File: config.mk
export PLATFORM = sky130hd
export DESIGN_NAME = cmp_stream_decoder
export DESIGN_NICKNAME = d
export VERILOG_FILES = /design/src/rtl/cmpdec_pkg.sv /design/src/rtl/cmpdec_opclass.sv /design/src/rtl/cmpdec_immcollect.sv /design/src/rtl/cmpdec_ctrl.sv /design/src/rtl/cmp_stream_decoder.sv
export SDC_FILE = /design/constraint.sdc
export NUM_CORES = 1
export LEC_CHECK = 0
export ABC_CLOCK_PERIOD_IN_PS = 2600
export BUFFER_PORTS_ARGS = -buffer_cell sky130_fd_sc_hd__buf_2
export CORE_MARGIN = 1
export CORE_UTILIZATION = 30
export CTS_CLUSTER_DIAMETER = 120
export DETAILED_ROUTE_END_ITERATION = 10
export GPL_ROUTABILITY_DRIVEN = 0
export SKIP_LAST_GASP = 1
export SLEW_MARGIN = 20
export SYNTH_ARGS = -nofsm -noshare
export SYNTH_HDL_FRONTEND = slang
export SYNTH_SLANG_ARGS = --single-unit
File: constraint.sdc
create_clock -name clk -period 2.6 [get_ports clk]
set_input_delay 0.39 -clock clk [delete_from_list [all_inputs] [get_ports clk]]
set_output_delay 0.39 -clock clk [all_outputs]
set_load 0.005 [all_outputs]
File: src/rtl/cmpdec_pkg.sv
// Shared constants and types for the compare-instruction stream decoder.
// Assumes byte-wide stream and a maximum operand width that is a multiple of 8.
package cmpdec_pkg;

    localparam int BYTE_W     = 8;
    localparam int OPR_W      = 32;
    localparam int IMM_LANES  = OPR_W / BYTE_W;
    localparam int HALF_LANES = IMM_LANES / 2;
    localparam int LANE_W     = $clog2(IMM_LANES);
    localparam int IMMC_W     = $clog2(IMM_LANES + 1);

    // Opcode bytes recognised as compare forms
    localparam logic [BYTE_W-1:0] OPC_RM_R8   = 8'h38;
    localparam logic [BYTE_W-1:0] OPC_RM_RV   = 8'h39;
    localparam logic [BYTE_W-1:0] OPC_R_RM8   = 8'h3A;
    localparam logic [BYTE_W-1:0] OPC_R_RMV   = 8'h3B;
    localparam logic [BYTE_W-1:0] OPC_ACC_I8  = 8'h3C;
    localparam logic [BYTE_W-1:0] OPC_ACC_IV  = 8'h3D;
    localparam logic [BYTE_W-1:0] OPC_GRP_I8  = 8'h80;
    localparam logic [BYTE_W-1:0] OPC_GRP_IV  = 8'h81;
    localparam logic [BYTE_W-1:0] OPC_GRP_IS8 = 8'h83;

    localparam logic [2:0] GRP_CMP_EXT = 3'd7;
    localparam logic [1:0] MOD_REGREG  = 2'd3;

    typedef enum logic [1:0] {
        SZ8  = 2'd0,
        SZ16 = 2'd1,
        SZ32 = 2'd2
    } opsize_e;

    typedef enum logic [1:0] {
        ST_OPC   = 2'd0,
        ST_MODRM = 2'd1,
        ST_IMM   = 2'd2
    } dstate_e;

    typedef struct packed {
        logic              known;
        logic              group;
        logic              needs_modrm;
        opsize_e           size;
        logic [IMMC_W-1:0] imm_bytes;
        logic              rm_first;
        logic              accum;
    } opinfo_t;

endpackage

File: src/rtl/cmpdec_opclass.sv
// Opcode classifier: purely combinational map from an opcode byte and the
// width mode to the form descriptor. Assumes the byte is an opcode; the
// caller decides when that is true.
module cmpdec_opclass
    import cmpdec_pkg::*;
(
    input  logic [BYTE_W-1:0] opc,
    input  logic              wide_mode,
    output opinfo_t           info
);

    opsize_e           mode_size;
    logic [IMMC_W-1:0] mode_bytes;

    // Width chosen by the mode for the non-byte forms
    always_comb begin
        mode_size  = wide_mode ? SZ32 : SZ16;
        mode_bytes = wide_mode ? IMMC_W'(IMM_LANES) : IMMC_W'(HALF_LANES);
    end

    // Form table
    always_comb begin
        info = '0;
        unique case (opc)
            OPC_ACC_I8: begin
                info.known     = 1'b1;
                info.size      = SZ8;
                info.imm_bytes = IMMC_W'(1);
                info.rm_first  = 1'b1;
                info.accum     = 1'b1;
            end
            OPC_ACC_IV: begin
                info.known     = 1'b1;
                info.size      = mode_size;
                info.imm_bytes = mode_bytes;
                info.rm_first  = 1'b1;
                info.accum     = 1'b1;
            end
            OPC_GRP_I8: begin
                info.known       = 1'b1;
                info.group       = 1'b1;
                info.needs_modrm = 1'b1;
                info.size        = SZ8;
                info.imm_bytes   = IMMC_W'(1);
                info.rm_first    = 1'b1;
            end
            OPC_GRP_IV: begin
                info.known       = 1'b1;
                info.group       = 1'b1;
                info.needs_modrm = 1'b1;
                info.size        = mode_size;
                info.imm_bytes   = mode_bytes;
                info.rm_first    = 1'b1;
            end
            OPC_GRP_IS8: begin
                info.known       = 1'b1;
                info.group       = 1'b1;
                info.needs_modrm = 1'b1;
                info.size        = mode_size;
                info.imm_bytes   = IMMC_W'(1);
                info.rm_first    = 1'b1;
            end
            OPC_RM_R8: begin
                info.known       = 1'b1;
                info.needs_modrm = 1'b1;
                info.size        = SZ8;
                info.rm_first    = 1'b1;
            end
            OPC_RM_RV: begin
                info.known       = 1'b1;
                info.needs_modrm = 1'b1;
                info.size        = mode_size;
                info.rm_first    = 1'b1;
            end
            OPC_R_RM8: begin
                info.known       = 1'b1;
                info.needs_modrm = 1'b1;
                info.size        = SZ8;
            end
            OPC_R_RMV: begin
                info.known       = 1'b1;
                info.needs_modrm = 1'b1;
                info.size        = mode_size;
            end
            default: info = '0;
        endcase
    end

endmodule

File: src/rtl/cmpdec_immcollect.sv
// Immediate assembler: one register lane per stream byte, written at the
// lane index the controller supplies. The merged output already contains
// the byte being written this cycle so the final value is ready at once.
// Assumes clear and write are never requested in the same cycle.
module cmpdec_immcollect
    import cmpdec_pkg::*;
(
    input  logic                      clk,
    input  logic                      rst_n,
    input  logic                      clr,
    input  logic                      wr,
    input  logic [LANE_W-1:0]         lane,
    input  logic [BYTE_W-1:0]         din,
    output logic [IMM_LANES*BYTE_W-1:0] merged
);

    for (genvar g = 0; g < IMM_LANES; g++) begin : g_lane
        logic [BYTE_W-1:0] lane_q;
        logic              hit;

        assign hit = wr && (lane == LANE_W'(g));

        // Hold this lane's byte; cleared at each new opcode
        always_ff @(posedge clk) begin
            if (!rst_n || clr) begin
                lane_q <= '0;
            end else if (hit) begin
                lane_q <= din;
            end
        end

        assign merged[g*BYTE_W +: BYTE_W] = hit ? din : lane_q;
    end

endmodule

File: src/rtl/cmpdec_ctrl.sv
// Sequencer: walks opcode, ModRM and immediate phases, counts remaining
// immediate bytes, and registers the outcome pulses and decoded record.
// Assumes one byte per cycle at most, qualified by byte_valid.
module cmpdec_ctrl
    import cmpdec_pkg::*;
(
    input  logic                 clk,
    input  logic                 rst_n,
    input  logic                 byte_valid,
    input  logic [BYTE_W-1:0]    byte_in,
    input  opinfo_t              op_info,
    input  logic [OPR_W-1:0]     imm_merged,
    output logic                 imm_clr,
    output logic                 imm_wr,
    output logic [LANE_W-1:0]    imm_lane,
    output logic                 dec_valid,
    output logic                 dec_invalid,
    output logic                 dec_unsup,
    output logic [1:0]           dec_size,
    output logic                 dec_has_imm,
    output logic [OPR_W-1:0]     dec_imm,
    output logic                 dec_rm_first,
    output logic                 dec_accum,
    output logic [2:0]           dec_reg_sel,
    output logic [2:0]           dec_rm_sel
);

    dstate_e           state_q;
    opinfo_t           info_q;
    logic [IMMC_W-1:0] cnt_q;
    logic [LANE_W-1:0] lane_q;
    logic [2:0]        reg_q;
    logic [2:0]        rm_q;

    logic [1:0]        mr_mod;
    logic [2:0]        mr_ext;
    logic [2:0]        mr_rm;
    logic              mr_bad_ext;
    logic              mr_mem;
    logic              fire;
    logic              pub_has;
    logic [2:0]        pub_reg;
    logic [2:0]        pub_rm;
    logic [OPR_W-1:0]  pub_imm;

    // Sign-extend the collected immediate to the operand width, zero above
    function automatic logic [OPR_W-1:0] widen_imm(
        input logic [OPR_W-1:0]  raw,
        input logic [IMMC_W-1:0] nbytes,
        input opsize_e           sz
    );
        int               src_bits;
        int               dst_bits;
        logic             sgn;
        logic [OPR_W-1:0] res;
        src_bits = int'(nbytes) * BYTE_W;
        case (sz)
            SZ8:     dst_bits = BYTE_W;
            SZ16:    dst_bits = 2 * BYTE_W;
            default: dst_bits = OPR_W;
        endcase
        if (nbytes == IMMC_W'(1)) begin
            sgn = raw[BYTE_W-1];
        end else if (nbytes == IMMC_W'(HALF_LANES)) begin
            sgn = raw[HALF_LANES*BYTE_W-1];
        end else begin
            sgn = raw[OPR_W-1];
        end
        res = '0;
        for (int i = 0; i < OPR_W; i++) begin
            if (i < dst_bits) begin
                res[i] = (i < src_bits) ? raw[i] : sgn;
            end
        end
        return res;
    endfunction

    // ModRM field slicing and checks
    always_comb begin
        mr_mod     = byte_in[7:6];
        mr_ext     = byte_in[5:3];
        mr_rm      = byte_in[2:0];
        mr_bad_ext = info_q.group && (mr_ext != GRP_CMP_EXT);
        mr_mem     = (mr_mod != MOD_REGREG);
    end

    // Collector controls
    always_comb begin
        imm_clr  = byte_valid && (state_q == ST_OPC);
        imm_wr   = byte_valid && (state_q == ST_IMM);
        imm_lane = lane_q;
    end

    // Record to publish if this byte completes the instruction
    always_comb begin
        fire    = 1'b0;
        pub_has = 1'b0;
        pub_reg = reg_q;
        pub_rm  = rm_q;
        pub_imm = '0;
        if (byte_valid && state_q == ST_MODRM) begin
            fire    = !mr_bad_ext && !mr_mem && (info_q.imm_bytes == '0);
            pub_reg = info_q.group ? 3'd0 : mr_ext;
            pub_rm  = mr_rm;
        end else if (byte_valid && state_q == ST_IMM) begin
            fire    = (cnt_q == IMMC_W'(1));
            pub_has = 1'b1;
            pub_imm = widen_imm(imm_merged, info_q.imm_bytes, info_q.size);
        end
    end

    // Phase sequencing and byte counting
    always_ff @(posedge clk) begin
        if (!rst_n) begin
            state_q <= ST_OPC;
            info_q  <= '0;
            cnt_q   <= '0;
            lane_q  <= '0;
            reg_q   <= '0;
            rm_q    <= '0;
        end else if (byte_valid) begin
            unique case (state_q)
                ST_OPC: begin
                    if (op_info.known) begin
                        info_q  <= op_info;
                        cnt_q   <= op_info.imm_bytes;
                        lane_q  <= '0;
                        reg_q   <= '0;
                        rm_q    <= '0;
                        state_q <= op_info.needs_modrm ? ST_MODRM : ST_IMM;
                    end
                end
                ST_MODRM: begin
                    if (mr_bad_ext || mr_mem || info_q.imm_bytes == '0) begin
                        state_q <= ST_OPC;
                    end else begin
                        reg_q   <= info_q.group ? 3'd0 : mr_ext;
                        rm_q    <= mr_rm;
                        state_q <= ST_IMM;
                    end
                end
                ST_IMM: begin
                    if (cnt_q == IMMC_W'(1)) begin
                        state_q <= ST_OPC;
                    end else begin
                        cnt_q  <= cnt_q - 1'b1;
                        lane_q <= lane_q + 1'b1;
                    end
                end
                default: state_q <= ST_OPC;
            endcase
        end
    end

    // Outcome pulses, one cycle each
    always_ff @(posedge clk) begin
        if (!rst_n) begin
            dec_valid   <= 1'b0;
            dec_invalid <= 1'b0;
            dec_unsup   <= 1'b0;
        end else begin
            dec_valid   <= fire;
            dec_invalid <= byte_valid &&
                           (((state_q == ST_OPC) && !op_info.known) ||
                            ((state_q == ST_MODRM) && mr_bad_ext));
            dec_unsup   <= byte_valid && (state_q == ST_MODRM) &&
                           !mr_bad_ext && mr_mem;
        end
    end

    // Decoded record, updated only when an instruction completes
    always_ff @(posedge clk) begin
        if (!rst_n) begin
            dec_size     <= '0;
            dec_has_imm  <= 1'b0;
            dec_imm      <= '0;
            dec_rm_first <= 1'b0;
            dec_accum    <= 1'b0;
            dec_reg_sel  <= '0;
            dec_rm_sel   <= '0;
        end else if (fire) begin
            dec_size     <= info_q.size;
            dec_has_imm  <= pub_has;
            dec_imm      <= pub_imm;
            dec_rm_first <= info_q.rm_first;
            dec_accum    <= info_q.accum;
            dec_reg_sel  <= pub_reg;
            dec_rm_sel   <= pub_rm;
        end
    end

endmodule

File: src/rtl/cmp_stream_decoder.sv
// Top level of the compare-instruction stream decoder: ties the opcode
// classifier, immediate assembler and sequencer together.
// Assumes prefixes are removed upstream and only register forms matter.
module cmp_stream_decoder
    import cmpdec_pkg::*;
(
    input  logic              clk,
    input  logic              rst_n,
    input  logic              wide_mode,
    input  logic              byte_valid,
    input  logic [7:0]        byte_in,
    output logic              dec_valid,
    output logic              dec_invalid,
    output logic              dec_unsup,
    output logic [1:0]        dec_size,
    output logic              dec_has_imm,
    output logic [31:0]       dec_imm,
    output logic              dec_rm_first,
    output logic              dec_accum,
    output logic [2:0]        dec_reg_sel,
    output logic [2:0]        dec_rm_sel
);

    opinfo_t           op_info;
    logic              imm_clr;
    logic              imm_wr;
    logic [LANE_W-1:0] imm_lane;
    logic [OPR_W-1:0]  imm_merged;

    cmpdec_opclass u_opclass (
        .opc       (byte_in),
        .wide_mode (wide_mode),
        .info      (op_info)
    );

    cmpdec_immcollect u_imm (
        .clk    (clk),
        .rst_n  (rst_n),
        .clr    (imm_clr),
        .wr     (imm_wr),
        .lane   (imm_lane),
        .din    (byte_in),
        .merged (imm_merged)
    );

    cmpdec_ctrl u_ctrl (
        .clk          (clk),
        .rst_n        (rst_n),
        .byte_valid   (byte_valid),
        .byte_in      (byte_in),
        .op_info      (op_info),
        .imm_merged   (imm_merged),
        .imm_clr      (imm_clr),
        .imm_wr       (imm_wr),
        .imm_lane     (imm_lane),
        .dec_valid    (dec_valid),
        .dec_invalid  (dec_invalid),
        .dec_unsup    (dec_unsup),
        .dec_size     (dec_size),
        .dec_has_imm  (dec_has_imm),
        .dec_imm      (dec_imm),
        .dec_rm_first (dec_rm_first),
        .dec_accum    (dec_accum),
        .dec_reg_sel  (dec_reg_sel),
        .dec_rm_sel   (dec_rm_sel)
    );

endmodule

==> results by stage, run 1 <==
Status:
- The run finished with clean final reports.

Global route:
- In the global route stage, met2 resource usage came out at 0.233.
- The maximum number of pins on one net before global-route repair is 33.
- The remaining global-route overflow is 0.
- The first global-routing pass estimated between 15000 and 20000 µm of wire.
- The global-route track usage on met1 is 0.207.
- For met3 alone, demand over resource in global routing was 0.0304.
- The global router's overall resource usage is 0.153.
- The global-route layer with the greatest usage is met2.
- The number of global-route vias before repair is between 3k and 4k.
- The initial antenna violation count is 1.

Floorplanning:
- The floorplan has between 40 and 50 rows.
- In this run the vertical extent of the chip is about 120 µm.
- Measured along the x axis, the die boundary spans 122 µm.
- The placeable core region is 0.0139 mm².
- The initial cell density of the core is 0.309.
- The count of boundary I/O pins is between 50 and 60.
- The floorplan step defined a die boundary enclosing 0.0148 mm².

Logic synthesis:
- The count of flip-flops with a built-in enable after synthesis is 0.
- The post-synthesis instance area is about 0.0043 mm².
- The commonest cells after synthesis are 99 x sky130_fd_sc_hd__dfxtp_1, 64 x sky130_fd_sc_hd__nand2_1, 64 x sky130_fd_sc_hd__nor2_1.
- By instance count, the leading cell after synthesis is sky130_fd_sc_hd__dfxtp_1.
- The proportion of register bits with asynchronous set or reset after synthesis is 0.
- The area share of the leading cell type in the synthesized netlist is 0.461.
- Synthesis inferred between 90 and 100 register bits.
- Of all cell types, the one taking the most synthesized area is sky130_fd_sc_hd__dfxtp_1.
- The sequential-to-total area share from yosys stat is 0.461.
- The number of distinct standard cells referenced by the synthesized netlist is 56.
- In the synthesized netlist, the number of instances is approximately 480.
- During synthesis, Yosys emitted a total of 0 warnings.
- Sorting the synthesized cells by area gives the leading types as sky130_fd_sc_hd__dfxtp_1 46%, sky130_fd_sc_hd__mux2i_1 9.3%, sky130_fd_sc_hd__nand2_1 5.6%.
- When the netlist entered floorplanning its net count stood at 496.
- Among all flip-flop cells after synthesis, the most frequent one is sky130_fd_sc_hd__dfxtp_1.
- The post-synthesis area per instance is approximately 9.0 µm².

Timing:
- At the pin with the least slew margin, the transition time is about 0.53 ns.
- The total negative slack for setup checks is 0 ns.
- The number of pins with negative max-slew slack in the final report was 0.
- Setup repair after global routing left no endpoint under its margin.
- The total count of hold-check failures in the final report is 0.
- The final hold slack is 0.377 ns.
- Setup violations remaining at the end of the flow were counted as 0.
- Across the routed clock network, the largest skew measured is around 0.0083 ns.
- The post-route clock period utilization is 0.836.
- In this run the tightest slew margin relative to its limit is 0.648.
- Subtracting the final worst setup slack from the clock period gives between 2 and 2.5 ns.
- Derived from the worst setup path, the maximum achievable clock frequency is approximately 460 MHz.

Clocking:
- The CTS tree is done.
- For this design, the sink count on the clock tree is a little under 100.
- The maximum count of clock buffers along a single path is 2.
- The total of cells resized after clock tree synthesis is 0.
- The clock root buffer is sky130_fd_sc_hd__clkbuf_16.
- Clock-pin slew was measured on the worst setup and hold paths at around 0.070 ns.
- For the worst-skew pair, the clock arrives at the later sink with an insertion delay of 0.35 ns.
- The number of H-tree branching levels is 3.
- Counting the buffers created by CTS gives 9.
- The post-CTS setup buffer count is 0.
- After clock tree synthesis, the flow added hold-fix buffers numbering 0.

Detailed routing:
- The antenna violation net count after detailed routing is 0.
- The final routed DRC violation total is 0.
- The number of vias after detailed routing is ~3.5k.
- Before antenna repair, the detailed router went through 4 iterations.
- For this block, the initial DRC count from the detailed router was 296.
- Using the TritonRoute via totals, the vias-per-cell ratio works out to 4.96.
- The routed wire length is between 10000 and 15000 µm.
- In the final routed layout, each cell accounts on average for 15.3 µm.

Worst hold path:
- The worst min-delay path class is input port to register.

Job:
- The max-cap violation count is 0.

Worst setup path:
- The critical path goes through ha_1, nand4b_1, mux2i_4, a21boi_4, and4b_1, a22o_1.
- The critical path contains buffers and inverters numbering 0 combined.
- The worst setup slack for register-to-register paths is roughly 0.43 ns.
- The element type at the critical path end is a register.
- The biggest cell delay along the critical path is 0.48 ns.
- Of all nets on the critical path, the largest fanout is 10.
- The launching element type of the critical path is a register.
- STA puts the critical path data required time at 2.89 ns.
- For the worst setup path, the data arrival time is about 2.5 ns.
- The library cell contributing the largest single delay on the critical path is sky130_fd_sc_hd__and4b_1.
- The setup path with the least slack is of type register to register.
- The kind of cell with the highest combined delay along the critical path is simple AND/OR/NAND/NOR gates.

Place:
- The cell count after placement is 690.
- The area of placed instances is ~0.0047 mm².
- After legalization and detailed placement, the total HPWL measured 7820 µm.
- In this run the tool buffered the top-level ports with 57 buffer cells.

Final layout:
- With fillers left out, the area of the finished cells amounts to ~0.0051 mm².
- The number of standard cells in the layout, taps in and fillers out is roughly 710.
- The fraction of final layout cells sized beyond drive strength 1 is 0.186.
- The area growth from synthesis to layout is 17.5%.
- 0 antenna diodes ended up in the layout.
- For this run, the post-layout net count is 540.

Pwr:
- The worst-case IR drop observed on VDD is around 360 µV.
- The leakage dissipation is roughly 2.1 nW.
- For this design the ratio of total power to cell area is 604 mW/mm².
cells in the final DEF (no fill, tap or decap), types with 3 or more instances in the layout:
| cell type | instances |
|---|---|
| sky130_fd_sc_hd__nand2_1 | 64 |
| sky130_fd_sc_hd__nand4b_1 | 4 |
| sky130_fd_sc_hd__clkbuf_8 | 3 |
| sky130_fd_sc_hd__o2bb2ai_1 | 8 |
| sky130_fd_sc_hd__a211oi_1 | 3 |
| sky130_fd_sc_hd__inv_1 | 10 |
| sky130_fd_sc_hd__ha_1 | 7 |
| sky130_fd_sc_hd__mux2i_1 | 40 |
| sky130_fd_sc_hd__a22o_1 | 24 |
| sky130_fd_sc_hd__buf_2 | 57 |
| sky130_fd_sc_hd__nand2b_1 | 9 |
| sky130_fd_sc_hd__nand3_1 | 17 |
| sky130_fd_sc_hd__dfxtp_1 | 99 |
| sky130_fd_sc_hd__clkbuf_16 | 9 |
| sky130_fd_sc_hd__o32ai_1 | 3 |
| sky130_fd_sc_hd__and4b_1 | 3 |
| sky130_fd_sc_hd__and3_1 | 4 |
| sky130_fd_sc_hd__nor2b_1 | 4 |
| sky130_fd_sc_hd__nor2_1 | 64 |
| sky130_fd_sc_hd__o311a_1 | 3 |
| sky130_fd_sc_hd__nor3_1 | 7 |
| sky130_fd_sc_hd__a21oi_1 | 25 |
| sky130_fd_sc_hd__buf_4 | 13 |
stage by stage:
step	util	power, mW	setup WS (ns)
2_1_floorplan	-	1.63	0.750
3_3_place_gp	0.340	1.67	0.502
3_5_place_dp	0.340	1.67	0.409
4_1_cts	0.363	3.08	0.425
5_1_grt	0.363	3.15	0.273
6_report	0.363	3.05	0.426
per-layer routing:
layer,share of wire,vias to the layer above
li1,-,1749
met1,0.49,1654
met2,0.44,82
met3,0.045,15
met4,0.020,2
met5,0.0012,-
sequential cells by signal, summed over array words and instances, names as in the netlist:
name / cells
u_ctrl.info_q: 8
u_ctrl.dec_unsup: 1
u_ctrl.dec_imm: 32
u_ctrl.reg_q: 3
u_ctrl.dec_valid: 1
u_ctrl.cnt_q: 3
u_ctrl.imm_lane: 2
u_ctrl.dec_size: 2
u_ctrl.dec_accum: 1
u_ctrl.state_q: 2
u_ctrl.dec_rm_first: 1
u_ctrl.dec_has_imm: 1
u_ctrl.dec_reg_sel: 3
u_ctrl.dec_invalid: 1
u_ctrl.rm_q: 3
u_imm.g_lane.lane_q: 32
u_ctrl.dec_rm_sel: 3
cell families (layout without fill, tap and decap cells):
group,after synthesis,count (layout),synth area share
simple gates,196,196,0.215
flops,99,99,0.461
compound gates,86,86,0.155
buf+inv,48,97,0.0503
mux,41,41,0.0983
fa+ha+maj,7,7,0.0204
layout make-up:
type / count / area [µm²]
Multi-Input combinational cell: 330 / 2100
Tap cell: 180 / 225
Clock buffer: 12 / 267
Timing Repair Buffer: 70 / 383
Inverter: 11 / 41.3
Sequential cell: 99 / 1980
Clock inverter: 4 / 55.1
Fill cell: 1421 / 8880
worst paths after layout:
check / startpoint / end / depth (start not counted)
setup / recovery: u_ctrl.imm_lane[0]$_SDFFE_PN0P_ / u_ctrl.dec_imm[23]$_SDFFE_PN0P_ / 6
hold / removal: rst_n / u_ctrl.info_q[2]$_SDFFE_PN0P_ / 2
setup reg to reg: u_ctrl.imm_lane[0]$_SDFFE_PN0P_ / u_ctrl.dec_imm[23]$_SDFFE_PN0P_ / 6
hold reg to reg: u_ctrl.rm_q[1]$_SDFFE_PN0P_ / u_ctrl.rm_q[1]$_SDFFE_PN0P_ / 2
power by group:
group | leakage, nW | switching, mW | internal, mW | total (mW)
Clock | 0.155 | 0.584 | 0.830 | 1.41
Combinational | 1.19 | 0.0879 | 0.0315 | 0.119
Sequential | 0.797 | 0.00247 | 1.52 | 1.52
Note: power is estimated with default switching activity, not from simulation.
==> run 2, diff against run 1 <==
- ABC_AREA: unset -> 1
- ABC_CLOCK_PERIOD_IN_PS: 2600 -> 1950
- clock period: 2.6 -> 1.95 ns (I/O delays scaled with it)
==> run 2 against run 1 <==
Effect of this change: die area increased by 3.6%; final area increased by 5.5%; combinational power increased to 3.8 times the previous value; via count increased by 19%; highest routed layer is now met4; largest cell class unchanged; clock-buffer cell count unchanged; synthesized cell count increased by 38%; non-clock buffer count increased by 7.
==> results by stage, run 2 <==
Detailed routing:
- The final routed DRC violation total came to 0 (unchanged).
- The number of vias after detailed routing is 4171 (was 3502).
- The routed wire length came to 11500 µm (was 10800 µm).
- The final routed wire length divided by cell count is 12.6 µm (was 15.3 µm).
- The antenna violation net count after detailed routing came to 0 (unchanged).
- The mean number of vias per cell is 4.55 (was 4.96).
- The initial detailed-routing violation count is 383 (was 296).
- The detailed-router iteration count before antenna repair is 4 (unchanged).

Timing:
- The worst relative slew slack is 0.728 (was 0.648).
- The number of setup violations in the final report came to 0 (unchanged).
- The total negative slack for setup checks is 0 ns (unchanged).
- The post-route clock period utilization is 0.908 (was 0.836).
- The total count of hold-check failures in the final report is 0 (unchanged).
- The peak clock frequency supported by timing is 565 MHz (was 460 MHz).
- The minimum clock period is 1.77 ns (was 2.17 ns).
- The setup clock skew after layout is 0.00683 ns (was 0.00835 ns).
- Unrepaired setup endpoints after global routing: false (unchanged).
- The number of pins with negative max-slew slack in the final report is 0 (unchanged).
- The final hold slack is 0.272 ns (was 0.377 ns).
- The slew at the pin with the worst max-slew slack is 0.407 ns (was 0.526 ns).

Clocking:
- The post-CTS setup buffer count is 0 (unchanged).
- The clock root buffer is sky130_fd_sc_hd__clkbuf_16 (unchanged).
- The clock-pin slew reported for the worst setup and hold paths after clock tree synthesis is 0.07 ns (about the same).
- The number of buffers created by CTS is 9 (unchanged).
- The number of sinks handled by clock tree synthesis was 99 (unchanged).
- The maximum count of clock buffers along a single path was 2 (unchanged).
- The number of H-tree branching levels is 3 (unchanged).
- The insertion delay of the later-clocked pin in the worst-skew pair is 0.35 ns (about the same).
- The CTS tree is done (unchanged).

Floorplanning:
- The die boundary height is 124 µm (was 122 µm).
- The initial cell density of the core came to 0.307 (was 0.309).
- The count of boundary I/O pins is 58 (unchanged).
- The number of standard-cell rows in the floorplan is 44 (was 43).
- The die footprint is 0.0154 mm² (was 0.0148 mm²).
- The placeable core region was 0.0145 mm² (was 0.0139 mm²).
- The horizontal die dimension is 124 µm (was 122 µm).

Logic synthesis:
- The post-synthesis instance area is 0.00446 mm² (was 0.00430 mm²).
- The synthesized-area fraction occupied by xor and xnor cells was 0.00196 (was 0).
- The most used flip-flop cell after synthesis is sky130_fd_sc_hd__dfxtp_1 (unchanged).
- The post-synthesis area per instance was 6.77 µm² (was 9.02 µm²).
- The dominant combinational cell family by area after synthesis is simple AND/OR/NAND/NOR gates (unchanged).
- The count of warnings emitted by yosys was 0 (unchanged).
- The proportion of register bits with asynchronous set or reset after synthesis is 0 (unchanged).
- The sequential-to-total area share from yosys stat is 0.444 (was 0.461).
- The area share of the leading cell type in the synthesized netlist was 0.444 (was 0.461).
- The largest area contributor in the netlist is sky130_fd_sc_hd__dfxtp_1 (unchanged).
- The number of standard cells after synthesis is 659 (was 477).
- The most frequent cell after synthesis is sky130_fd_sc_hd__nand2_1 (was sky130_fd_sc_hd__dfxtp_1).
- Post-synth top cells: 217 x sky130_fd_sc_hd__nand2_1, 99 x sky130_fd_sc_hd__dfxtp_1, 87 x sky130_fd_sc_hd__nor2_1 (was 99 x sky130_fd_sc_hd__dfxtp_1, 64 x sky130_fd_sc_hd__nand2_1, 64 x sky130_fd_sc_hd__nor2_1).
- The number of distinct standard cells referenced by the synthesized netlist is 28 (was 56).
- The compound-gate portion of the synthesized area is 0.127 (was 0.155).
- The count of flip-flops with a built-in enable after synthesis is 0 (unchanged).
- The mux contribution to synthesized area is 0 (was 0.0983).
- The synthesized-area fraction occupied by and/or/nand/nor cells is 0.317 (was 0.215).
- The adder and majority cell fraction of the synthesized area came to 0.0196 (was 0.0204).
- The flop and latch count out of synthesis is 99 (unchanged).
- The number of nets produced by synthesis is 678 (was 496).
- Top cells by area in the synthesized netlist: sky130_fd_sc_hd__dfxtp_1 44%, sky130_fd_sc_hd__nand2_1 18%, sky130_fd_sc_hd__nor2_1 7.3% (was sky130_fd_sc_hd__dfxtp_1 46%, sky130_fd_sc_hd__mux2i_1 9.3%, sky130_fd_sc_hd__nand2_1 5.6%).

Job:
- The max-cap violation count is 0 (unchanged).

Worst hold path:
- The hold path startpoint is byte_in[2] (was rst_n).
- The worst min-delay path class is input port to register (unchanged).

Pwr:
- The total power per unit cell area is 812 mW/mm² (was 604 mW/mm²).
- The switching power total is 1.11 mW (was 0.675 mW).
- The highest ir drop seen on vdd is 463 µV (was 364 µV).
- The proportion of total power due to net switching is 0.255 (was 0.221).
- The proportion of power drawn by combinational gates is 0.105 (was 0.039).
- The cell-internal power is 3.22 mW (was 2.38 mW).
- The sequential share of power is 0.481 (was 0.498).
- The leakage dissipation is 2.48 nW (was 2.15 nW).
- The part of the total power dissipated in the clock network came to 0.414 (was 0.463).

Worst setup path:
- The critical path start-end classification is register to register (unchanged).
- The required time at the worst-slack endpoint is 2.24 ns (was 2.89 ns).
- The biggest cell delay along the critical path is 0.37 ns (was 0.48 ns).
- The largest fanout on the critical path came to 8 (was 10).
- The start point of the critical path is u_ctrl.state_q[0]$_SDFFE_PN0P_ (was u_ctrl.imm_lane[0]$_SDFFE_PN0P_).
- The startpoint of the most critical register-to-register path is u_ctrl.state_q[0]$_SDFFE_PN0P_ (was u_ctrl.imm_lane[0]$_SDFFE_PN0P_).
- The element type at the critical path end is a register (unchanged).
- The kind of cell with the highest combined delay on the critical path is simple AND/OR/NAND/NOR gates (unchanged).
- The critical path's most frequent cell is sky130_fd_sc_hd__nand2_1.
- Cell-by-cell listing of the critical path: inv_2, nand2_2, nor2_4, nand3_2, nor2_2, nand2_1, inv_1, nand2_1, a21oi_1 (was ha_1, nand4b_1, mux2i_4, a21boi_4, and4b_1, a22o_1).
- The launching element type of the critical path is a register (unchanged).
- The data arrival time of the critical path came to 2.06 ns (was 2.46 ns).
- The worst setup slack for register-to-register paths is 0.18 ns (was 0.43 ns).
- The library cell contributing the largest single delay on the critical path is sky130_fd_sc_hd__dfxtp_1 (was sky130_fd_sc_hd__and4b_1).
- The critical path buffer and inverter count is 2 (was 0).

Status:
- Run status: finished clean (unchanged).

Global route:
- The remaining global-route overflow is 0 (unchanged).
- The global-route wire length before repair is 18900 µm (was 17300 µm).
- The global router's overall resource usage came to 0.163 (was 0.153).
- The number of global-route vias before repair was 3819 (was 3304).
- The initial antenna violation count was 1 (unchanged).
- The maximum number of pins on one net before global-route repair is 33 (unchanged).

Final layout:
- The growth of design area from synthesis to finish is 19.6% (was 17.5%).
- The fraction of final layout cells sized beyond drive strength 1 was 0.152 (was 0.186).
- The final-stage net count came to 745 (was 540).
- The most common cell after layout, fill and taps aside is sky130_fd_sc_hd__nand2_1 (was sky130_fd_sc_hd__dfxtp_1).
- Highest-count cells in the layout ignoring fill and taps: 217 x sky130_fd_sc_hd__nand2_1, 99 x sky130_fd_sc_hd__dfxtp_1, 87 x sky130_fd_sc_hd__nor2_1 (was 99 x sky130_fd_sc_hd__dfxtp_1, 64 x sky130_fd_sc_hd__nand2_1, 64 x sky130_fd_sc_hd__nor2_1).
- Biggest regs: u_ctrl.dec_imm x32, u_imm.g_lane.lane_q x32, u_ctrl.info_q x8 (unchanged).

Place:
- The detailed placer's ending HPWL is 8480 µm (was 7820 µm).
- The count of input and output buffers is 57 (unchanged).
run 2: changes by cell type after synthesis, moves of 23 or more:
cell | previous run | this run
sky130_fd_sc_hd__nor2_1 | 64 | 87
sky130_fd_sc_hd__nand2_1 | 64 | 217
sky130_fd_sc_hd__a22o_1 | 24 | 0
sky130_fd_sc_hd__a21oi_1 | 25 | 63
sky130_fd_sc_hd__mux2i_1 | 40 | 0
sky130_fd_sc_hd__inv_1 | 10 | 71
run 2: logic make-up after synthesis:
| family | after synthesis |
|---|---|
| xor gates and xnor gates | 1 |
| and+or+nand+nor | 346 |
| AOI/OAI and AO/OA | 109 |
| adders and majority gates | 7 |
| DFF | 99 |
| buffers and inverters | 97 |
run 2: cell type report:
cell class | instances | area [µm²]
fill | 1614 | 9200
timing repair buffer | 77 | 448
multi-input combinational | 463 | 2090
clock inverter | 4 | 50.0
sequential | 99 | 1980
tap | 184 | 230
antenna | 1 | 2.50
clock buffer | 12 | 246
inverter | 76 | 285
run 2: power by group through the flow:
stage / logic (mW) / clock network, mW / registers (mW)
2_1_floorplan: 0.300 / 0 / 2.13
4_1_cts: 0.452 / 1.84 / 2.08
6_report: 0.453 / 1.79 / 2.08
3_5_place_dp: 0.450 / 0 / 2.13
5_1_grt: 0.512 / 1.93 / 2.09
3_3_place_gp: 0.452 / 0 / 2.13
run 2: final timing paths:
check,to,cells past startpoint
max reg2reg,u_ctrl.dec_imm[8]$_SDFFE_PN0P_,9
min,u_ctrl.dec_rm_sel[2]$_SDFFE_PN0P_,3
min reg2reg,u_ctrl.dec_imm[8]$_SDFFE_PN0P_,2
max,u_ctrl.dec_imm[8]$_SDFFE_PN0P_,9
run 2: per-layer routing:
metal	vias up	global-route usage	share of wire
li1	2201	-	-
met1	1867	0.219	0.49
met2	86	0.247	0.43
met3	17	0.0513	0.061
met4	0	0.0521	0.019
met5	-	0	0
run 2: worst register-to-register path, stage by stage (launching register included):
cell                      delay [ns]
sky130_fd_sc_hd__dfxtp_1        0.37
sky130_fd_sc_hd__inv_2          0.13
sky130_fd_sc_hd__nand2_2        0.14
sky130_fd_sc_hd__nor2_4         0.16
sky130_fd_sc_hd__nand3_2        0.21
sky130_fd_sc_hd__nor2_2         0.36
sky130_fd_sc_hd__nand2_1        0.10
sky130_fd_sc_hd__inv_1          0.06
sky130_fd_sc_hd__nand2_1        0.06
sky130_fd_sc_hd__a21oi_1        0.12
run 2: stage by stage:
step	instances	setup WS [ns]	total power [mW]	utilization	area (µm²)
6_report	916	0.180	4.33	0.367	5330
3_3_place_gp	899	0.183	2.58	0.346	5030
4_1_cts	915	0.218	4.38	0.366	5330
2_1_floorplan	659	0.397	2.43	-	4460
3_5_place_dp	899	0.147	2.58	0.346	5030
5_1_grt	915	0.0225	4.53	0.367	5330
run 2: timing repair:
action                                  in CTS  in global routing
hold buffers                                 0                  0
endpoints found under the setup margin       0                  1
resized for setup                            0                  1
hold endpoints to repair                     0                  0
==> run 3, diff against run 2 <==
- SYNTH_HIERARCHICAL: unset -> 1
==> run 3 against run 2 <==
Effect of this change: clock skew grew 0.00065 ns; clock-buffer cell count shrank 2; sequential power shrank 2%; flip-flop and latch count is the same; critical path depth grew 3; final area grew 11%; critical path type unchanged; critical endpoint is now u_ctrl/dec_imm[10]$_SDFFE_PN0P_; largest cell class unchanged.
==> results by stage, run 3 <==
Worst setup path:
- The element type at the critical path end is a register (unchanged).
- The logic depth of the worst register-to-register path came to 12 (was 9).
- The startpoint of the most critical register-to-register path is u_ctrl/state_q[0]$_SDFFE_PN0P_ (was u_ctrl.state_q[0]$_SDFFE_PN0P_).
- The data arrival time of the critical path is 2.02 ns (was 2.06 ns).
- The required time at the worst-slack endpoint is 2.19 ns (was 2.24 ns).
- The launching element type of the critical path is a register (unchanged).
- The worst setup slack for register-to-register paths is 0.17 ns (was 0.18 ns).
- The largest fanout on the critical path is 7 (was 8).
- The critical path start-end classification is register to register (unchanged).
- The destination of the worst register-to-register timing path is u_ctrl/dec_imm[10]$_SDFFE_PN0P_ (was u_ctrl.dec_imm[8]$_SDFFE_PN0P_).

Final layout:
- Biggest regs: u_ctrl/dec_imm x32, u_imm/g_lane.lane_q x32, u_ctrl/info_q x8 (was u_ctrl.dec_imm x32, u_imm.g_lane.lane_q x32, u_ctrl.info_q x8).
- The most common cell after layout, fill and taps aside is sky130_fd_sc_hd__nand2_1 (unchanged).
- The fraction of final layout cells sized beyond drive strength 1 was 0.212 (was 0.152).
- The antenna cell count is 0 (was 1).
- Highest-count cells in the layout ignoring fill and taps: 171 x sky130_fd_sc_hd__nand2_1, 113 x sky130_fd_sc_hd__inv_1, 97 x sky130_fd_sc_hd__dfxtp_1 (was 217 x sky130_fd_sc_hd__nand2_1, 99 x sky130_fd_sc_hd__dfxtp_1, 87 x sky130_fd_sc_hd__nor2_1).
- The fill cell instance count of the final layout is 1744 (was 1614).
- The final-stage net count was 799 (was 745).
- The final core utilization is 0.371 (was 0.367).
- The area of the multi-input gates came to 0.00235 mm² (was 0.00209 mm²).
- The growth of design area from synthesis to finish is 20.1% (was 19.6%).
- The total area of sequential cells is 0.00199 mm² (was 0.00198 mm²).

Status:
- Run status: finished clean (unchanged).

Logic synthesis:
- The flop and latch count out of synthesis was 99 (unchanged).
- The count of warnings emitted by yosys came to 6 (was 0).
- The count of flip-flops with a built-in enable after synthesis came to 0 (unchanged).
- The number of standard cells after synthesis is 708 (was 659).
- The post-synthesis instance area is 0.00493 mm² (was 0.00446 mm²).
- The most frequent cell after synthesis is sky130_fd_sc_hd__nand2_1 (unchanged).
- The proportion of register bits with asynchronous set or reset after synthesis was 0 (unchanged).
- The number of distinct standard cells referenced by the synthesized netlist came to 35 (was 28).
- The number of nets produced by synthesis is 723 (was 678).
- The most used flip-flop cell after synthesis is sky130_fd_sc_hd__dfxtp_1 (unchanged).
- The sequential-to-total area share from yosys stat is 0.402 (was 0.444).
- Top cells by area in the synthesized netlist: sky130_fd_sc_hd__dfxtp_1 40%, sky130_fd_sc_hd__nand2_1 13%, sky130_fd_sc_hd__inv_1 8.7% (was sky130_fd_sc_hd__dfxtp_1 44%, sky130_fd_sc_hd__nand2_1 18%, sky130_fd_sc_hd__nor2_1 7.3%).
- Post-synth top cells: 177 x sky130_fd_sc_hd__nand2_1, 114 x sky130_fd_sc_hd__inv_1, 99 x sky130_fd_sc_hd__dfxtp_1 (was 217 x sky130_fd_sc_hd__nand2_1, 99 x sky130_fd_sc_hd__dfxtp_1, 87 x sky130_fd_sc_hd__nor2_1).
- The area share of the leading cell type in the synthesized netlist is 0.402 (was 0.444).
- The largest area contributor in the netlist is sky130_fd_sc_hd__dfxtp_1 (unchanged).
- The post-synthesis area per instance came to 6.96 µm² (was 6.77 µm²).

Timing:
- The post-route clock period utilization is 0.913 (was 0.908).
- The worst relative slew slack came to 0.687 (was 0.728).
- The peak clock frequency supported by timing is 562 MHz (was 565 MHz).
- The slew at the pin with the worst max-slew slack is 0.469 ns (was 0.407 ns).
- The setup clock skew after layout is 0.00748 ns (was 0.00683 ns).
- The final hold slack came to 0.324 ns (was 0.272 ns).
- Unrepaired setup endpoints after global routing: false (unchanged).
- The minimum clock period is 1.78 ns (was 1.77 ns).
- The worst-case setup margin in the final layout is 0.171 ns (was 0.180 ns).
- The total negative slack for setup checks is 0 ns (unchanged).
- The total count of hold-check failures in the final report is 0 (unchanged).
- The number of pins with negative max-slew slack in the final report was 0 (unchanged).
- The number of setup violations in the final report is 0 (unchanged).

Detailed routing:
- The final routed DRC violation total came to 0 (unchanged).
- The initial detailed-routing violation count is 244 (was 383).
- The mean number of vias per cell is 4.47 (was 4.55).
- The detailed-router iteration count before antenna repair is 4 (unchanged).
- The routed wire length is 12500 µm (was 11500 µm).
- The antenna violation net count after detailed routing is 0 (unchanged).
- The final routed wire length divided by cell count is 12.5 µm (was 12.6 µm).
- The number of vias after detailed routing was 4491 (was 4171).

Clocking:
- The maximum count of clock buffers along a single path is 2 (unchanged).
- The hold buffer count at cts is 0 (unchanged).
- The number of sinks handled by clock tree synthesis is 99 (unchanged).
- The number of H-tree branching levels was 3 (unchanged).
- The insertion delay of the later-clocked pin in the worst-skew pair is 0.35 ns (about the same).
- The number of buffers created by CTS came to 9 (unchanged).
- The clock-pin slew reported for the worst setup and hold paths after clock tree synthesis is 0.07 ns (about the same).
- The CTS tree is done (unchanged).
- The clock root buffer is sky130_fd_sc_hd__clkbuf_16 (unchanged).

Global route:
- The maximum number of pins on one net before global-route repair was 26 (was 33).
- The remaining global-route overflow is 0 (unchanged).
- The global-route wire length before repair is 20600 µm (was 18900 µm).
- The global-route layer with the greatest usage is met2 (unchanged).
- The number of global-route vias before repair is 4160 (was 3819).
- The global routing usage on met3 came to 0.0320 (was 0.0513).
- The global-route track usage on met1 is 0.209 (was 0.219).
- The global router's overall resource usage is 0.158 (was 0.163).
- The met2 layer usage reported by global route was 0.246 (was 0.247).
- The initial antenna violation count is 0 (was 1).

Pwr:
- The cell-internal power is 3.05 mW (was 3.22 mW).
- The total power per unit cell area came to 687 mW/mm² (was 812 mW/mm²).
- The sequential share of power is 0.501 (was 0.481).
- The proportion of power drawn by combinational gates is 0.063 (was 0.105).
- The proportion of total power due to net switching was 0.249 (was 0.255).
- The part of the total power dissipated in the clock network is 0.436 (was 0.414).
- The leakage dissipation is 2.89 nW (was 2.48 nW).
- The highest ir drop seen on vdd is 410 µV (was 463 µV).
- The post-route total power is 4.07 mW (was 4.33 mW).
- The switching power total is 1.01 mW (was 1.11 mW).

Worst hold path:
- The worst min-delay path class is input port to register (unchanged).
- The hold path startpoint is byte_in[7] (was byte_in[2]).
- The hold-critical path depth came to 4 (was 3).
- The worst hold endpoint was u_ctrl/dec_unsup$_SDFF_PN0_ (was u_ctrl.dec_rm_sel[2]$_SDFFE_PN0P_).

Floorplanning:
- The count of boundary I/O pins is 58 (unchanged).
- The number of standard-cell rows in the floorplan is 46 (was 44).
- The horizontal die dimension is 130 µm (was 124 µm).
- The placeable core region was 0.0159 mm² (was 0.0145 mm²).
- The die footprint was 0.0170 mm² (was 0.0154 mm²).
- The initial cell density of the core came to 0.309 (was 0.307).
- The die boundary height is 130 µm (was 124 µm).

Place:
- The worst slack after detailed placement was 0.0292 ns (was 0.147 ns).
- The detailed placer's ending HPWL is 9360 µm (was 8480 µm).
- The count of input and output buffers was 57 (unchanged).

Job:
- The max-cap violation count is 0 (unchanged).
-- run 3: cell types whose count changed after synthesis, moves of 8 or more --
cell,before,now
sky130_fd_sc_hd__nand4_1,7,30
sky130_fd_sc_hd__o21ai_2,0,17
sky130_fd_sc_hd__o21bai_1,0,8
sky130_fd_sc_hd__nand2_1,217,177
sky130_fd_sc_hd__o21ai_1,14,2
sky130_fd_sc_hd__inv_1,71,114
sky130_fd_sc_hd__a21oi_1,63,35
sky130_fd_sc_hd__o21ai_0,20,28
sky130_fd_sc_hd__nand3_1,12,24
sky130_fd_sc_hd__or2_2,0,10
-- run 3: area by class of cell --
cell class	count	area share
multi-input combinational	465	0.398
sequential	99	0.336
timing repair buffer	87	0.0934
inverter	122	0.0778
tap	216	0.0456
clock buffer	10	0.0423
clock inverter	6	0.00740
-- run 3: worst max-delay path by stage --
stage                                   startpoint                              end  slack, ns
finish              u_ctrl/state_q[0]$_SDFFE_PN0P_  u_ctrl/dec_imm[10]$_SDFFE_PN0P_       0.17
global route        u_ctrl/state_q[0]$_SDFFE_PN0P_  u_ctrl/dec_imm[31]$_SDFFE_PN0P_      0.006
CTS                 u_ctrl/state_q[0]$_SDFFE_PN0P_   u_ctrl/dec_imm[7]$_SDFFE_PN0P_       0.05
detailed placement                      byte_in[7]     u_ctrl/cnt_q[2]$_SDFFE_PN0P_       0.03
global placement    u_ctrl/state_q[0]$_SDFFE_PN0P_   u_ctrl/dec_imm[7]$_SDFFE_PN0P_       0.08
floorplan           u_ctrl/state_q[0]$_SDFFE_PN0P_  u_ctrl/dec_imm[10]$_SDFFE_PN0P_       0.02
-- run 3: metrics by stage --
step / instance area, µm² / std cells
after floorplan: 4960 / 708
after global placement: 5550 / 984
after detailed placement: 5550 / 984
after CTS: 5850 / 1000
after global routing: 5920 / 1005
final: 5920 / 1005
-- run 3: worst max-delay path, cell delays in order (launching register included) --
cell and delay, ns:
sky130_fd_sc_hd__dfxtp_4 0.37, sky130_fd_sc_hd__inv_2 0.07, sky130_fd_sc_hd__nand2_4 0.06, sky130_fd_sc_hd__nor2_4 0.14, sky130_fd_sc_hd__nand2_1 0.11, sky130_fd_sc_hd__nor2_4 0.11
sky130_fd_sc_hd__buf_4 0.15, sky130_fd_sc_hd__nand2_1 0.06, sky130_fd_sc_hd__nand2_1 0.08, sky130_fd_sc_hd__inv_1 0.04, sky130_fd_sc_hd__or2_2 0.28, sky130_fd_sc_hd__nand4_1 0.11
sky130_fd_sc_hd__o21bai_1 0.08
-- run 3: per-layer routing --
| layer | vias up | share of wire |
|---|---|---|
| met4 | 0 | 0.026 |
| met5 | - | 0 |
| met2 | 97 | 0.45 |
| met3 | 22 | 0.050 |
| li1 | 2374 | - |
| met1 | 1998 | 0.47 |
-- run 3: what timing repair did --
action / 4_1_cts / 5_1_grt
setup buffers: 0 / 4
setup endpoints to repair: 0 / 30
endpoints found under the hold margin: 0 / 0
gates resized for setup: 0 / 5
-- run 3: kinds of logic after synthesis --
family,after synthesis,share of synthesized area
buf+inv,144,0.127
compound gates,101,0.126
fa+ha+maj,3,0.00761
simple gates,361,0.337
flops,99,0.402
-- run 3: power groups by stage --
stage | registers (mW) | logic [mW] | clock network, mW
2_1_floorplan | 2.08 | 0.154 | 0
3_5_place_dp | 2.08 | 0.248 | 0
5_1_grt | 2.04 | 0.284 | 1.90
4_1_cts | 2.04 | 0.249 | 1.83
6_report | 2.04 | 0.255 | 1.77
3_3_place_gp | 2.08 | 0.248 | 0
